[config.mk]
export PLATFORM = sky130hd
export DESIGN_NAME = jtag_bus_master
export DESIGN_NICKNAME = d
export VERILOG_FILES = /design/src/rtl/jtb_pkg.sv /design/src/rtl/jtb_half_timer.sv /design/src/rtl/jtb_scan_engine.sv /design/src/rtl/jtb_seq_ctrl.sv /design/src/rtl/jtag_bus_master.sv
export SDC_FILE = /design/constraint.sdc
export NUM_CORES = 1
export LEC_CHECK = 0
export ABC_AREA = 1
export BUFFER_PORTS_ARGS = -buffer_cell sky130_fd_sc_hd__buf_2
export CORE_MARGIN = 2
export CORE_UTILIZATION = 58
export DETAILED_ROUTE_END_ITERATION = 10
export PLACE_DENSITY = 0.78
export SLEW_MARGIN = 20
export SYNTH_ARGS = -nofsm -noshare
export SYNTH_HDL_FRONTEND = slang
export SYNTH_SLANG_ARGS = --single-unit
[constraint.sdc]
create_clock -name clk -period 5.15 [get_ports clk]
set_clock_uncertainty 0.2 [all_clocks]
set_input_delay 0 -clock clk [delete_from_list [all_inputs] [get_ports clk]]
set_output_delay 0 -clock clk [all_outputs]
set_load 0.005 [all_outputs]
[src/rtl/jtb_pkg.sv]
package jtb_pkg;

   typedef enum logic [1:0] {
      OP_RESET = 2'd0,
      OP_IR    = 2'd1,
      OP_DR    = 2'd2
   } jtb_op_e;

   typedef enum logic [2:0] {
      C_OFF  = 3'd0,
      C_RST  = 3'd1,
      C_IR   = 3'd2,
      C_IDLE = 3'd3,
      C_CMD  = 3'd4,
      C_DAT  = 3'd5
   } jtb_ctl_e;

   localparam logic [1:0] PFX_RD   = 2'b10;
   localparam logic [1:0] PFX_WR   = 2'b11;
   localparam logic [1:0] PFX_DATA = 2'b00;

endpackage

[src/rtl/jtb_half_timer.sv]
module jtb_half_timer #(
   parameter int HALF = 2
) (
   input  logic clk,
   input  logic rst_n,
   input  logic run,
   output logic tick
);

   generate
      if (HALF == 1) begin : g_direct
         assign tick = run;
      end else begin : g_count
         localparam int CW = $clog2(HALF);
         logic [CW-1:0] cnt_q;

         always_ff @(posedge clk or negedge rst_n) begin
            if (!rst_n)               cnt_q <= '0;
            else if (!run || tick)    cnt_q <= '0;
            else                      cnt_q <= cnt_q + 1'b1;
         end

         assign tick = run && (cnt_q == CW'(HALF - 1));
      end
   endgenerate

endmodule

[src/rtl/jtb_scan_engine.sv]
module jtb_scan_engine
   import jtb_pkg::*;
#(
   parameter int NW     = 12,
   parameter int DR_LEN = 12,
   parameter int IR_LEN = 6,
   parameter int RD_W   = 8,
   parameter int HALF   = 2
) (
   input  logic            clk,
   input  logic            rst_n,
   input  logic            start,
   input  jtb_op_e         op,
   input  logic [NW-1:0]   data,
   output logic            done,
   output logic [RD_W-1:0] rd_low,
   output logic            tck,
   output logic            tms,
   output logic            tdi,
   input  logic            tdo
);

   localparam int MAXT = NW + 6;
   localparam int STW  = $clog2(MAXT + 1);

   logic            busy_q, done_q, tck_q, tms_q, tdi_q, tick;
   jtb_op_e         op_q;
   logic [NW-1:0]   dat_q, cap_q;
   logic [STW-1:0]  step_q, step_nx;

   function automatic logic [STW-1:0] pre_of(input jtb_op_e o);
      return (o == OP_IR) ? STW'(4) : STW'(3);
   endfunction

   function automatic logic [STW-1:0] len_of(input jtb_op_e o);
      case (o)
         OP_IR:   return STW'(IR_LEN);
         OP_DR:   return STW'(DR_LEN);
         default: return '0;
      endcase
   endfunction

   function automatic logic [STW-1:0] last_of(input jtb_op_e o);
      if (o == OP_RESET) return STW'(5);
      return pre_of(o) + len_of(o) + 1'b1;
   endfunction

   function automatic logic in_shift(input jtb_op_e o, input logic [STW-1:0] s);
      if (o == OP_RESET) return 1'b0;
      return (s >= pre_of(o)) && (s < pre_of(o) + len_of(o));
   endfunction

   function automatic logic tms_at(input jtb_op_e o, input logic [STW-1:0] s);
      logic [STW-1:0] p, n;
      p = pre_of(o);
      n = len_of(o);
      if (o == OP_RESET) return (s < STW'(5));
      if (s < p)         return (o == OP_IR) ? (s < STW'(2)) : (s == '0);
      if (s < p + n)     return (s == p + n - 1'b1);
      return (s == p + n);
   endfunction

   function automatic logic tdi_at(input jtb_op_e o, input logic [NW-1:0] d,
                                   input logic [STW-1:0] s);
      logic [NW-1:0] sh;
      sh = d >> (s - pre_of(o));
      return in_shift(o, s) ? sh[0] : 1'b0;
   endfunction

   jtb_half_timer #(.HALF(HALF)) u_timer (
      .clk   (clk),
      .rst_n (rst_n),
      .run   (busy_q),
      .tick  (tick)
   );

   assign step_nx = step_q + 1'b1;

   always_ff @(posedge clk or negedge rst_n) begin
      if (!rst_n) begin
         busy_q <= 1'b0;
         done_q <= 1'b0;
         tck_q  <= 1'b0;
         tms_q  <= 1'b0;
         tdi_q  <= 1'b0;
         op_q   <= OP_RESET;
         dat_q  <= '0;
         cap_q  <= '0;
         step_q <= '0;
      end else begin
         done_q <= 1'b0;
         if (!busy_q) begin
            if (start) begin
               busy_q <= 1'b1;
               op_q   <= op;
               dat_q  <= data;
               step_q <= '0;
               tck_q  <= 1'b0;
               tms_q  <= tms_at(op, '0);
               tdi_q  <= tdi_at(op, data, '0);
               cap_q  <= '0;
            end
         end else if (tick) begin
            if (!tck_q) begin
               tck_q <= 1'b1;
               if (in_shift(op_q, step_q)) cap_q <= {tdo, cap_q[NW-1:1]};
            end else begin
               tck_q <= 1'b0;
               if (step_q == last_of(op_q)) begin
                  busy_q <= 1'b0;
                  done_q <= 1'b1;
               end else begin
                  step_q <= step_nx;
                  tms_q  <= tms_at(op_q, step_nx);
                  tdi_q  <= tdi_at(op_q, dat_q, step_nx);
               end
            end
         end
      end
   end

   assign done   = done_q;
   assign rd_low = cap_q[NW-DR_LEN +: RD_W];
   assign tck    = tck_q;
   assign tms    = tms_q;
   assign tdi    = tdi_q;

   p_tms_lowphase_r7: assert property (@(posedge clk) disable iff (!rst_n)
      !$stable(tms_q) |-> !tck_q);
   p_tdi_lowphase_r7: assert property (@(posedge clk) disable iff (!rst_n)
      !$stable(tdi_q) |-> !tck_q);
   p_tck_quiet_r12: assert property (@(posedge clk) disable iff (!rst_n)
      !busy_q |-> !tck_q);
   p_tck_rise_on_tick_r7: assert property (@(posedge clk) disable iff (!rst_n)
      $rose(tck_q) |-> $past(tick));

endmodule

[src/rtl/jtb_seq_ctrl.sv]
module jtb_seq_ctrl
   import jtb_pkg::*;
#(
   parameter int AW     = 6,
   parameter int DW     = 8,
   parameter int SW     = 10,
   parameter int NW     = 10,
   parameter int IR_LEN = 6,
   parameter logic [IR_LEN-1:0] IR_VALUE = 6'b000010
) (
   input  logic           clk,
   input  logic           rst_n,
   input  logic           init_req,
   input  logic           req_valid,
   output logic           req_ready,
   input  logic           req_write,
   input  logic [AW-1:0]  req_addr,
   input  logic [DW-1:0]  req_wdata,
   output logic           rsp_done,
   output logic [DW-1:0]  rsp_rdata,
   input  logic           eng_done,
   input  logic [DW-1:0]  eng_rd,
   output logic           eng_start,
   output jtb_op_e        eng_op,
   output logic [NW-1:0]  eng_data
);

   jtb_ctl_e       st_q;
   logic           wr_q;
   logic [DW-1:0]  wdata_q;

   function automatic logic [SW-1:0] cmd_word(input logic wr, input logic [AW-1:0] a);
      logic [SW-1:0] w;
      w = '0;
      w[SW-1:SW-2] = wr ? PFX_WR : PFX_RD;
      w[AW-1:0]    = a;
      return w;
   endfunction

   function automatic logic [SW-1:0] data_word(input logic [DW-1:0] d);
      logic [SW-1:0] w;
      w = '0;
      w[SW-1:SW-2] = PFX_DATA;
      w[DW-1:0]    = d;
      return w;
   endfunction

   always_ff @(posedge clk or negedge rst_n) begin
      if (!rst_n) begin
         st_q      <= C_OFF;
         wr_q      <= 1'b0;
         wdata_q   <= '0;
         rsp_done  <= 1'b0;
         rsp_rdata <= '0;
         eng_start <= 1'b0;
         eng_op    <= OP_RESET;
         eng_data  <= '0;
      end else begin
         eng_start <= 1'b0;
         rsp_done  <= 1'b0;
         case (st_q)
            C_OFF: if (init_req) begin
               st_q      <= C_RST;
               eng_start <= 1'b1;
               eng_op    <= OP_RESET;
               eng_data  <= '0;
            end
            C_RST: if (eng_done) begin
               st_q      <= C_IR;
               eng_start <= 1'b1;
               eng_op    <= OP_IR;
               eng_data  <= NW'(IR_VALUE);
            end
            C_IR: if (eng_done) st_q <= C_IDLE;
            C_IDLE: begin
               if (req_valid) begin
                  wr_q      <= req_write;
                  wdata_q   <= req_wdata;
                  st_q      <= C_CMD;
                  eng_start <= 1'b1;
                  eng_op    <= OP_DR;
                  eng_data  <= NW'(cmd_word(req_write, req_addr));
               end else if (init_req) begin
                  st_q      <= C_RST;
                  eng_start <= 1'b1;
                  eng_op    <= OP_RESET;
                  eng_data  <= '0;
               end
            end
            C_CMD: if (eng_done) begin
               st_q      <= C_DAT;
               eng_start <= 1'b1;
               eng_op    <= OP_DR;
               eng_data  <= NW'(data_word(wr_q ? wdata_q : '0));
            end
            C_DAT: if (eng_done) begin
               st_q      <= C_IDLE;
               rsp_done  <= 1'b1;
               rsp_rdata <= wr_q ? '0 : eng_rd;
            end
            default: st_q <= C_OFF;
         endcase
      end
   end

   assign req_ready = (st_q == C_IDLE);

   p_accept_drop_r9: assert property (@(posedge clk) disable iff (!rst_n)
      (req_valid && req_ready) |=> !req_ready);
   p_done_pulse_r9: assert property (@(posedge clk) disable iff (!rst_n)
      rsp_done |=> !rsp_done);
   p_done_ready_r9: assert property (@(posedge clk) disable iff (!rst_n)
      rsp_done |-> req_ready);
   p_ready_after_scan_r2: assert property (@(posedge clk) disable iff (!rst_n)
      $rose(req_ready) |-> $past(eng_done));
   p_start_single_r11: assert property (@(posedge clk) disable iff (!rst_n)
      eng_start |=> !eng_start);

endmodule

[src/rtl/jtag_bus_master.sv]
module jtag_bus_master
   import jtb_pkg::*;
#(
   parameter int AW       = 6,
   parameter int DW       = 8,
   parameter int IR_LEN   = 6,
   parameter logic [IR_LEN-1:0] IR_VALUE = 6'b000010,
   parameter int HALF_DIV = 2
) (
   input  logic           clk,
   input  logic           rst_n,
   input  logic           init_req,
   input  logic           req_valid,
   output logic           req_ready,
   input  logic           req_write,
   input  logic [AW-1:0]  req_addr,
   input  logic [DW-1:0]  req_wdata,
   output logic           rsp_done,
   output logic [DW-1:0]  rsp_rdata,
   output logic           jtag_tck,
   output logic           jtag_tms,
   output logic           jtag_tdi,
   input  logic           jtag_tdo
);

   localparam int SW = ((AW > DW) ? AW : DW) + 2;
   localparam int NW = (SW > IR_LEN) ? SW : IR_LEN;

   generate
      if (AW < 1)       begin : g_bad_aw   $error("AW must be at least 1");       end
      if (DW < 1)       begin : g_bad_dw   $error("DW must be at least 1");       end
      if (IR_LEN < 2)   begin : g_bad_ir   $error("IR_LEN must be at least 2");   end
      if (HALF_DIV < 1) begin : g_bad_div  $error("HALF_DIV must be at least 1"); end
   endgenerate

   logic           eng_start, eng_done;
   jtb_op_e        eng_op;
   logic [NW-1:0]  eng_data;
   logic [DW-1:0]  eng_rd;

   jtb_seq_ctrl #(
      .AW(AW), .DW(DW), .SW(SW), .NW(NW), .IR_LEN(IR_LEN), .IR_VALUE(IR_VALUE)
   ) u_ctrl (
      .clk       (clk),
      .rst_n     (rst_n),
      .init_req  (init_req),
      .req_valid (req_valid),
      .req_ready (req_ready),
      .req_write (req_write),
      .req_addr  (req_addr),
      .req_wdata (req_wdata),
      .rsp_done  (rsp_done),
      .rsp_rdata (rsp_rdata),
      .eng_done  (eng_done),
      .eng_rd    (eng_rd),
      .eng_start (eng_start),
      .eng_op    (eng_op),
      .eng_data  (eng_data)
   );

   jtb_scan_engine #(
      .NW(NW), .DR_LEN(SW), .IR_LEN(IR_LEN), .RD_W(DW), .HALF(HALF_DIV)
   ) u_engine (
      .clk    (clk),
      .rst_n  (rst_n),
      .start  (eng_start),
      .op     (eng_op),
      .data   (eng_data),
      .done   (eng_done),
      .rd_low (eng_rd),
      .tck    (jtag_tck),
      .tms    (jtag_tms),
      .tdi    (jtag_tdi),
      .tdo    (jtag_tdo)
   );

endmodule

== Word level (Yosys, flattened, before mapping) ==
Index checks and enable logic that the tools add are counted.
Widths: inputs -> output; s select.

* Input bits: 20
* Logic and storage cells: 244
* Bits in read-only memories: 0
* Latch bits: 0
* Register bits after elaboration: 67
* Memories: 0
* RAM bits: 0

* Shift operators: 2
* Reductions and logical operators: 24
* Bitwise logic cells: 1
* Add/sub/neg operators: 13
* Equal/unequal tests: 20
* Order comparisons: 12
* Divide/modulo/power cells: 0
* Multiply operators: 0
* Muxes and demuxes: 154

{| class="wikitable"
|+ Operators with widths
! kind !! number
|-
| $mux 5 || 32
|-
| $mux 1 || 94
|-
| $mux 10 || 9
|-
| $pmux 10 s4 || 1
|-
| $add 5x5->5 || 5
|-
| $mux 3 || 7
|-
| $lt 5x5->1 || 4
|-
| $shr 10x5->1 || 2
|-
| $mux 8 || 2
|-
| $pmux 4 s2 || 2
|-
| $eq 5x5->1 || 3
|-
| $logic_not 5->1 || 3
|-
| $lt 1x5->1 const A || 3
|-
| $pmux 3 s5 || 1
|-
| $add 5x1->5 const B || 2
|-
| $ne 2x2->1 const B || 5
|-
| $sub 5x1->5 const B || 2
|-
| $mux 2 || 4
|-
| $pmux 2 s4 || 1
|-
| $reduce_and 2->1 || 4
|-
| $reduce_and 4->1 || 2
|-
| $eq 3x2->1 const B || 2
|-
| $eq 3x3->1 const B || 2
|-
| $ne 2x1->1 const B || 3
|-
| other kinds (23) || 31
|}

== Logic depth before layout (Yosys ltp) ==
* Depth after elaboration: 38
* Mapped depth: 16
* Mapped depth without buffers: 16

== By module ==
A second synthesis with hierarchy kept.

* Cell total of the unflattened synthesis: 496
* Area, all modules: 3867.5 µm²

{| class="wikitable"
|+ By module, submodules not included
! module !! instances !! area each (µm²) !! cells an instance
|-
| jtb_scan_engine || 1 || 2172.1 || 283
|-
| jtb_seq_ctrl || 1 || 1652.8 || 208
|-
| jtb_half_timer || 1 || 42.5 || 5
|}

== Worst setup path after synthesis ==
Ideal clock, no wire load.

* Path type: reg-to-reg
* Start: reg u_engine.op_q[1]
* End: reg u_engine.tdi_q, in the netlist u_engine.tdi
* Data arrival time: 2098 ps
* Setup time: 65 ps
* Cell stages (with the launch flop): 16
* Path buffers: 0
* Setup slack: 2788 ps
* Clock period less this slack: 2362 ps
* Cells stage by stage: dfrtp_1 -> inv_1 -> ha_1 -> inv_1 -> ha_1 -> fa_1 -> inv_1 -> nand3_1 -> nand2_1 -> nand2_1 -> nand2_1 -> nand2_1 -> nand2_1 -> nor2_1 -> nand3_1 -> nand2_1

* Word-level cells in the longest chain between the ends: 20
* Elaborated cells between the ends (all ways): 47

{| class="wikitable"
|+ RTL lines
! item !! RTL line !! RTL
|-
| start: declaration || jtb_scan_engine.sv:27 || <nowiki>jtb_op_e op_q;</nowiki>
|-
| start signal: assignment || jtb_scan_engine.sv:95 || <nowiki>op_q <= op;</nowiki>
|-
| $eq 2x2->1 / $eq 2x1->1 (equally long branches) || jtb_scan_engine.sv:36, jtb_scan_engine.sv:32 ||
|-
| $pmux 4 s2 || jtb_scan_engine.sv:36 || <nowiki>case (o)</nowiki>
|-
| $mux 5 || jtb_scan_engine.sv:50 || <nowiki>return (s >= pre_of(o)) && (s < pre_of(o) + len_of(o));</nowiki>
|-
| $mux 5 || jtb_scan_engine.sv:109 || <nowiki>if (step_q == last_of(op_q)) begin</nowiki>
|-
| $mux 5 || jtb_scan_engine.sv:104 || <nowiki>if (!tck_q) begin</nowiki>
|-
| $mux 5 || jtb_scan_engine.sv:103 || <nowiki>end else if (tick) begin</nowiki>
|-
| $mux 5 || jtb_scan_engine.sv:92 || <nowiki>if (!busy_q) begin</nowiki>
|-
| $add 5x5->5 || jtb_scan_engine.sv:50 ||
|-
| [4 not listed] || -- ||
|-
| $mux 1 || jtb_scan_engine.sv:104 ||
|-
| $mux 1 || jtb_scan_engine.sv:103 ||
|-
| $mux 1 || jtb_scan_engine.sv:92 ||
|-
| $mux 1 || jtb_scan_engine.sv:67 || <nowiki>return in_shift(o, s) ? sh[0] : 1'b0;</nowiki>
|-
| $mux 1 || jtb_scan_engine.sv:109 ||
|-
| $mux 1 || jtb_scan_engine.sv:104 ||
|-
| $mux 1 || jtb_scan_engine.sv:103 ||
|-
| $mux 1 || jtb_scan_engine.sv:92 ||
|-
| end signal: assignment || jtb_scan_engine.sv:100 || <nowiki>tdi_q <= tdi_at(op, data, '0);</nowiki>
|-
| end signal: assignment || jtb_scan_engine.sv:115 || <nowiki>tdi_q <= tdi_at(op_q, dat_q, step_nx);</nowiki>
|-
| end: declaration || jtb_scan_engine.sv:26 || <nowiki>logic busy_q, done_q, tck_q, tms_q, tdi_q, tick;</nowiki>
|}

Several ways; a longest one is shown, not always the timed one. The select of a mux whose other input is x is not followed.
A chain may end at the register's enable or synchronous reset.

== Final worst setup path ==
* Start: reg u_ctrl.st_q[2]
* End: reg u_ctrl.wdata_q[5]

* Word-level cells in the longest chain between the ends: 2

{| class="wikitable"
|+ RTL lines
! item !! RTL line !! RTL
|-
| start: declaration || jtb_seq_ctrl.sv:28 || <nowiki>jtb_ctl_e st_q;</nowiki>
|-
| start signal: assignment || jtb_seq_ctrl.sv:50 || <nowiki>st_q <= C_OFF;</nowiki>
|-
| start signal: assignment || jtb_seq_ctrl.sv:63 || <nowiki>st_q <= C_RST;</nowiki>
|-
| start signal: assignment || jtb_seq_ctrl.sv:69 || <nowiki>st_q <= C_IR;</nowiki>
|-
| $eq 3x2->1 || jtb_seq_ctrl.sv:61 || <nowiki>case (st_q)</nowiki>
|-
| $reduce_and 2->1 (no source line) || -- ||
|-
| end signal: assignment || jtb_seq_ctrl.sv:78 || <nowiki>wdata_q <= req_wdata;</nowiki>
|-
| end: declaration || jtb_seq_ctrl.sv:30 || <nowiki>logic [DW-1:0] wdata_q;</nowiki>
|}

Every way passes these cells.

==> flow_summary.ini <==
[sta]
fmax_mhz = 352
rsz0062_at_grt = false
worst_slew_pin_slew_ns = 0.855
post-route-period-util_pct = 55.2
tns_ns = 0
relSlewSlack_pct = 43.0
finalHoldViolations = 0
worst_slack_ns = 2.31
finalCriticalPeriod_ns = 2.84
finalMaxSlewViolations = 0
setup_viol = 0

[route]
via_per_inst = 5.58
drtIter0Drc = 259
drt-total-wl_um = 9990
drtPass1Iterations = 5
wire_per_inst_um = 15.1
vias = 3696
drcViolationCount = 0
drtAntennaViolNets = 0

[final_layout]
drive_above_1_share_pct = 11.5
final_util_pct = 72.3
syn_to_final_growth_pct = 20.1
stdcell_count = 662
fillerInstances = 470
nNetsFinal = 621

[die]
die_w_um = 85.4
row_count = 29
design.core.area_um2 = 6390
dieArea_um2 = 7290
die_h_um = 85.4
ios = 33
start_util_pct = 60.2

[cts]
clock_sinks = 67
cts_tree = yes
cts_root_buffer = clkbuf_8
clkSlewWorstSetupHoldPaths_ns = 0.09
cts_htree_levels = 3
clockBufferDepth = 2
cts_setup_buffers = 0
cts_resized = 0
cts-buffers-inserted = 9
clk_latency_ns = 0.35

[logic_synthesis]
synth_cell_types = 34
netlist_area_um2 = 3840
yosysSeqAreaShare_pct = 43.6
syn-mean-instance-area_um2 = 7.45
synth_cells = 516
syn_nets = 557
yosys_warnings = 0
synthFlopType = dfrtp_1
synth-seq-cells = 67
synth_edf_count = 0
async_reset_ff_share_pct = 100

[worst_setup_path]
path_max_fanout = 19
crit_type = flop to flop
cp.required_ns = 5.21
rr_worst_depth = 9
startpoint_type = flop
worstSetupEndpointType = flop
arrival_ns = 2.90

[placed_design]
hpwlAfterDp_um = 5710
place.port_buffers = 32
dp_slack_ns = 2.41
place_inst = 613
routabilityCongestion = 0.901

[global_routing]
overflow = 0
grt_pass1_wl_um = 17100
antenna_found_initial = 1
grt_max_degree = 68
grt_usage_pct = 29.7
grt_pass1_vias = 3571

[power]
power_density_nw_per_um2 = 668
ir_worst_vdd_uv = 429
p_leak_nw = 2.49

[status]
status = completed

[run]
drv_cap = 0

[min_path]
min_path_type = input pin to asynchronous set/reset pin
routing by layer:
metal,global-route usage (%),up-vias,share of wire [%]
li1,-,1773,-
met1,37.4,1723,41
met2,49.9,168,50
met3,4.47,32,6.0
met4,14.4,0,3.5
met5,0,-,0
layout by cell type, fill, tap and decap left out, types with 2 or more instances in the layout:
cell / synthesis / routed
a211oi_1: 2 / 2
a21oi_1: 7 / 7
buf_2: 6 / 32
bufinv_16: 0 / 3
clkbuf_8: 0 / 9
clkinv_4: 0 / 2
dfrtp_1: 67 / 67
dlygate4sd3_1: 0 / 33
ha_1: 20 / 20
inv_1: 65 / 65
inv_2: 3 / 3
nand2_1: 178 / 178
nand2_2: 4 / 4
nand2_4: 2 / 2
nand3_1: 42 / 42
nand4_1: 8 / 8
nor2_1: 28 / 28
nor2_2: 4 / 4
nor2_4: 2 / 2
nor3_1: 4 / 4
o21ai_0: 43 / 43
o21ai_1: 6 / 6
o22ai_1: 5 / 5
xnor2_1: 2 / 2
cell type report:
cell class	count	area, um2	area share (%)
clock buffers	9	124	2.68
flip-flops and latches	67	1680	36.3
clock inverters	6	115	2.49
inverters	70	265	5.75
multi-input cells	366	1840	39.8
well taps	77	96.3	2.09
repair buffers	66	498	10.8
diodes	1	2.50	0.0542
worst paths after layout:
path                                                            end                                      from  slack [ns]
setup / recovery                      u_ctrl.wdata_q[5]$_DFFE_PN0P_                u_ctrl.st_q[2]$_DFFE_PN0P_        2.31
hold / removal                        u_ctrl.wdata_q[4]$_DFFE_PN0P_                                     rst_n        0.20
setup reg to reg                      u_ctrl.wdata_q[5]$_DFFE_PN0P_                u_ctrl.st_q[2]$_DFFE_PN0P_        2.31
hold reg to reg            u_engine.u_timer.g_count.cnt_q$_DFF_PN0_  u_engine.u_timer.g_count.cnt_q$_DFF_PN0_        0.25
max in group asynchronous           u_ctrl.rsp_rdata[7]$_DFFE_PN0P_                                     rst_n        3.99
min in group clk           u_engine.u_timer.g_count.cnt_q$_DFF_PN0_  u_engine.u_timer.g_count.cnt_q$_DFF_PN0_        0.25
cell usage after synthesis (all sizes together), types with 2 or more instances:
cell type	instances	share of area, %
o22ai	5	0.81
o21ai	49	6.4
nand3	43	5.7
a21oi	7	0.91
nand2	184	19
nor3	5	0.94
clkbuf	5	0.49
buf	8	1.2
nand4	8	1.3
nor2	34	4.0
ha	20	6.5
dfrtp	67	44
a211oi	2	0.39
inv	69	6.8
xnor2	2	0.46
power by group:
| part | internal [mW] | leakage, nW | total [mW] | switching, mW |
|---|---|---|---|---|
| Combinational | 0.601 | 1.49 | 1.67 | 1.07 |
| Clock | 0.321 | 0.115 | 0.537 | 0.216 |
| Sequential | 0.695 | 0.882 | 0.870 | 0.175 |
per-stage QoR:
stage / total power [mW] / area (um2) / hold slack (ns)
after CTS: 3.00 / 4610 / 0.208
after global placement: 2.35 / 4040 / -0.00679
after floorplan: 2.09 / 3840 / -0.496
after detailed placement: 2.40 / 4040 / -0.00113
after global routing: 3.38 / 4610 / 0.276
final: 3.08 / 4610 / 0.197
state kept, by name, indices dropped and copies added, names as in the netlist, 2 cells and up:
signal,flops
u_ctrl.eng_op,2
u_ctrl.wdata_q,8
u_engine.dat_q,10
u_engine.op_q,2
u_engine.step_q,5
u_ctrl.rsp_rdata,8
u_ctrl.eng_data,10
u_ctrl.st_q,3
u_engine.cap_q,10
repair_timing:
action,CTS,global route
endpoints found under the hold margin,90,0
hold buffers,33,0
setup endpoints to repair,0,0
worst max-delay path: stages, from the launching register on:
cell and delay (ns):
dfrtp_1 0.48, inv_2 0.12, nand2_2 0.10, nor2_4 0.16, nand2_4 0.12, inv_4 0.20, nand2_1 0.08, dlygate4sd3_1 0.56
nand2_1 0.12, dlygate4sd3_1 0.63
kinds of logic (layout without fill, tap and decap cells):
kind of cell               count (synthesis)  count (layout)  synth area share [%]
adders and majority gates                 21              21                  7.03
and+or+nand+nor                          275             275                  30.7
buffers and inverters                     83             151                  8.56
AOI/OAI and AO/OA                         67              67                  9.35
xor gates and xnor gates                   3               3                 0.684
other                                      0               1                     0
DFF                                       67              67                  43.6
No activity file was read; power rests on OpenSTA's default activity.
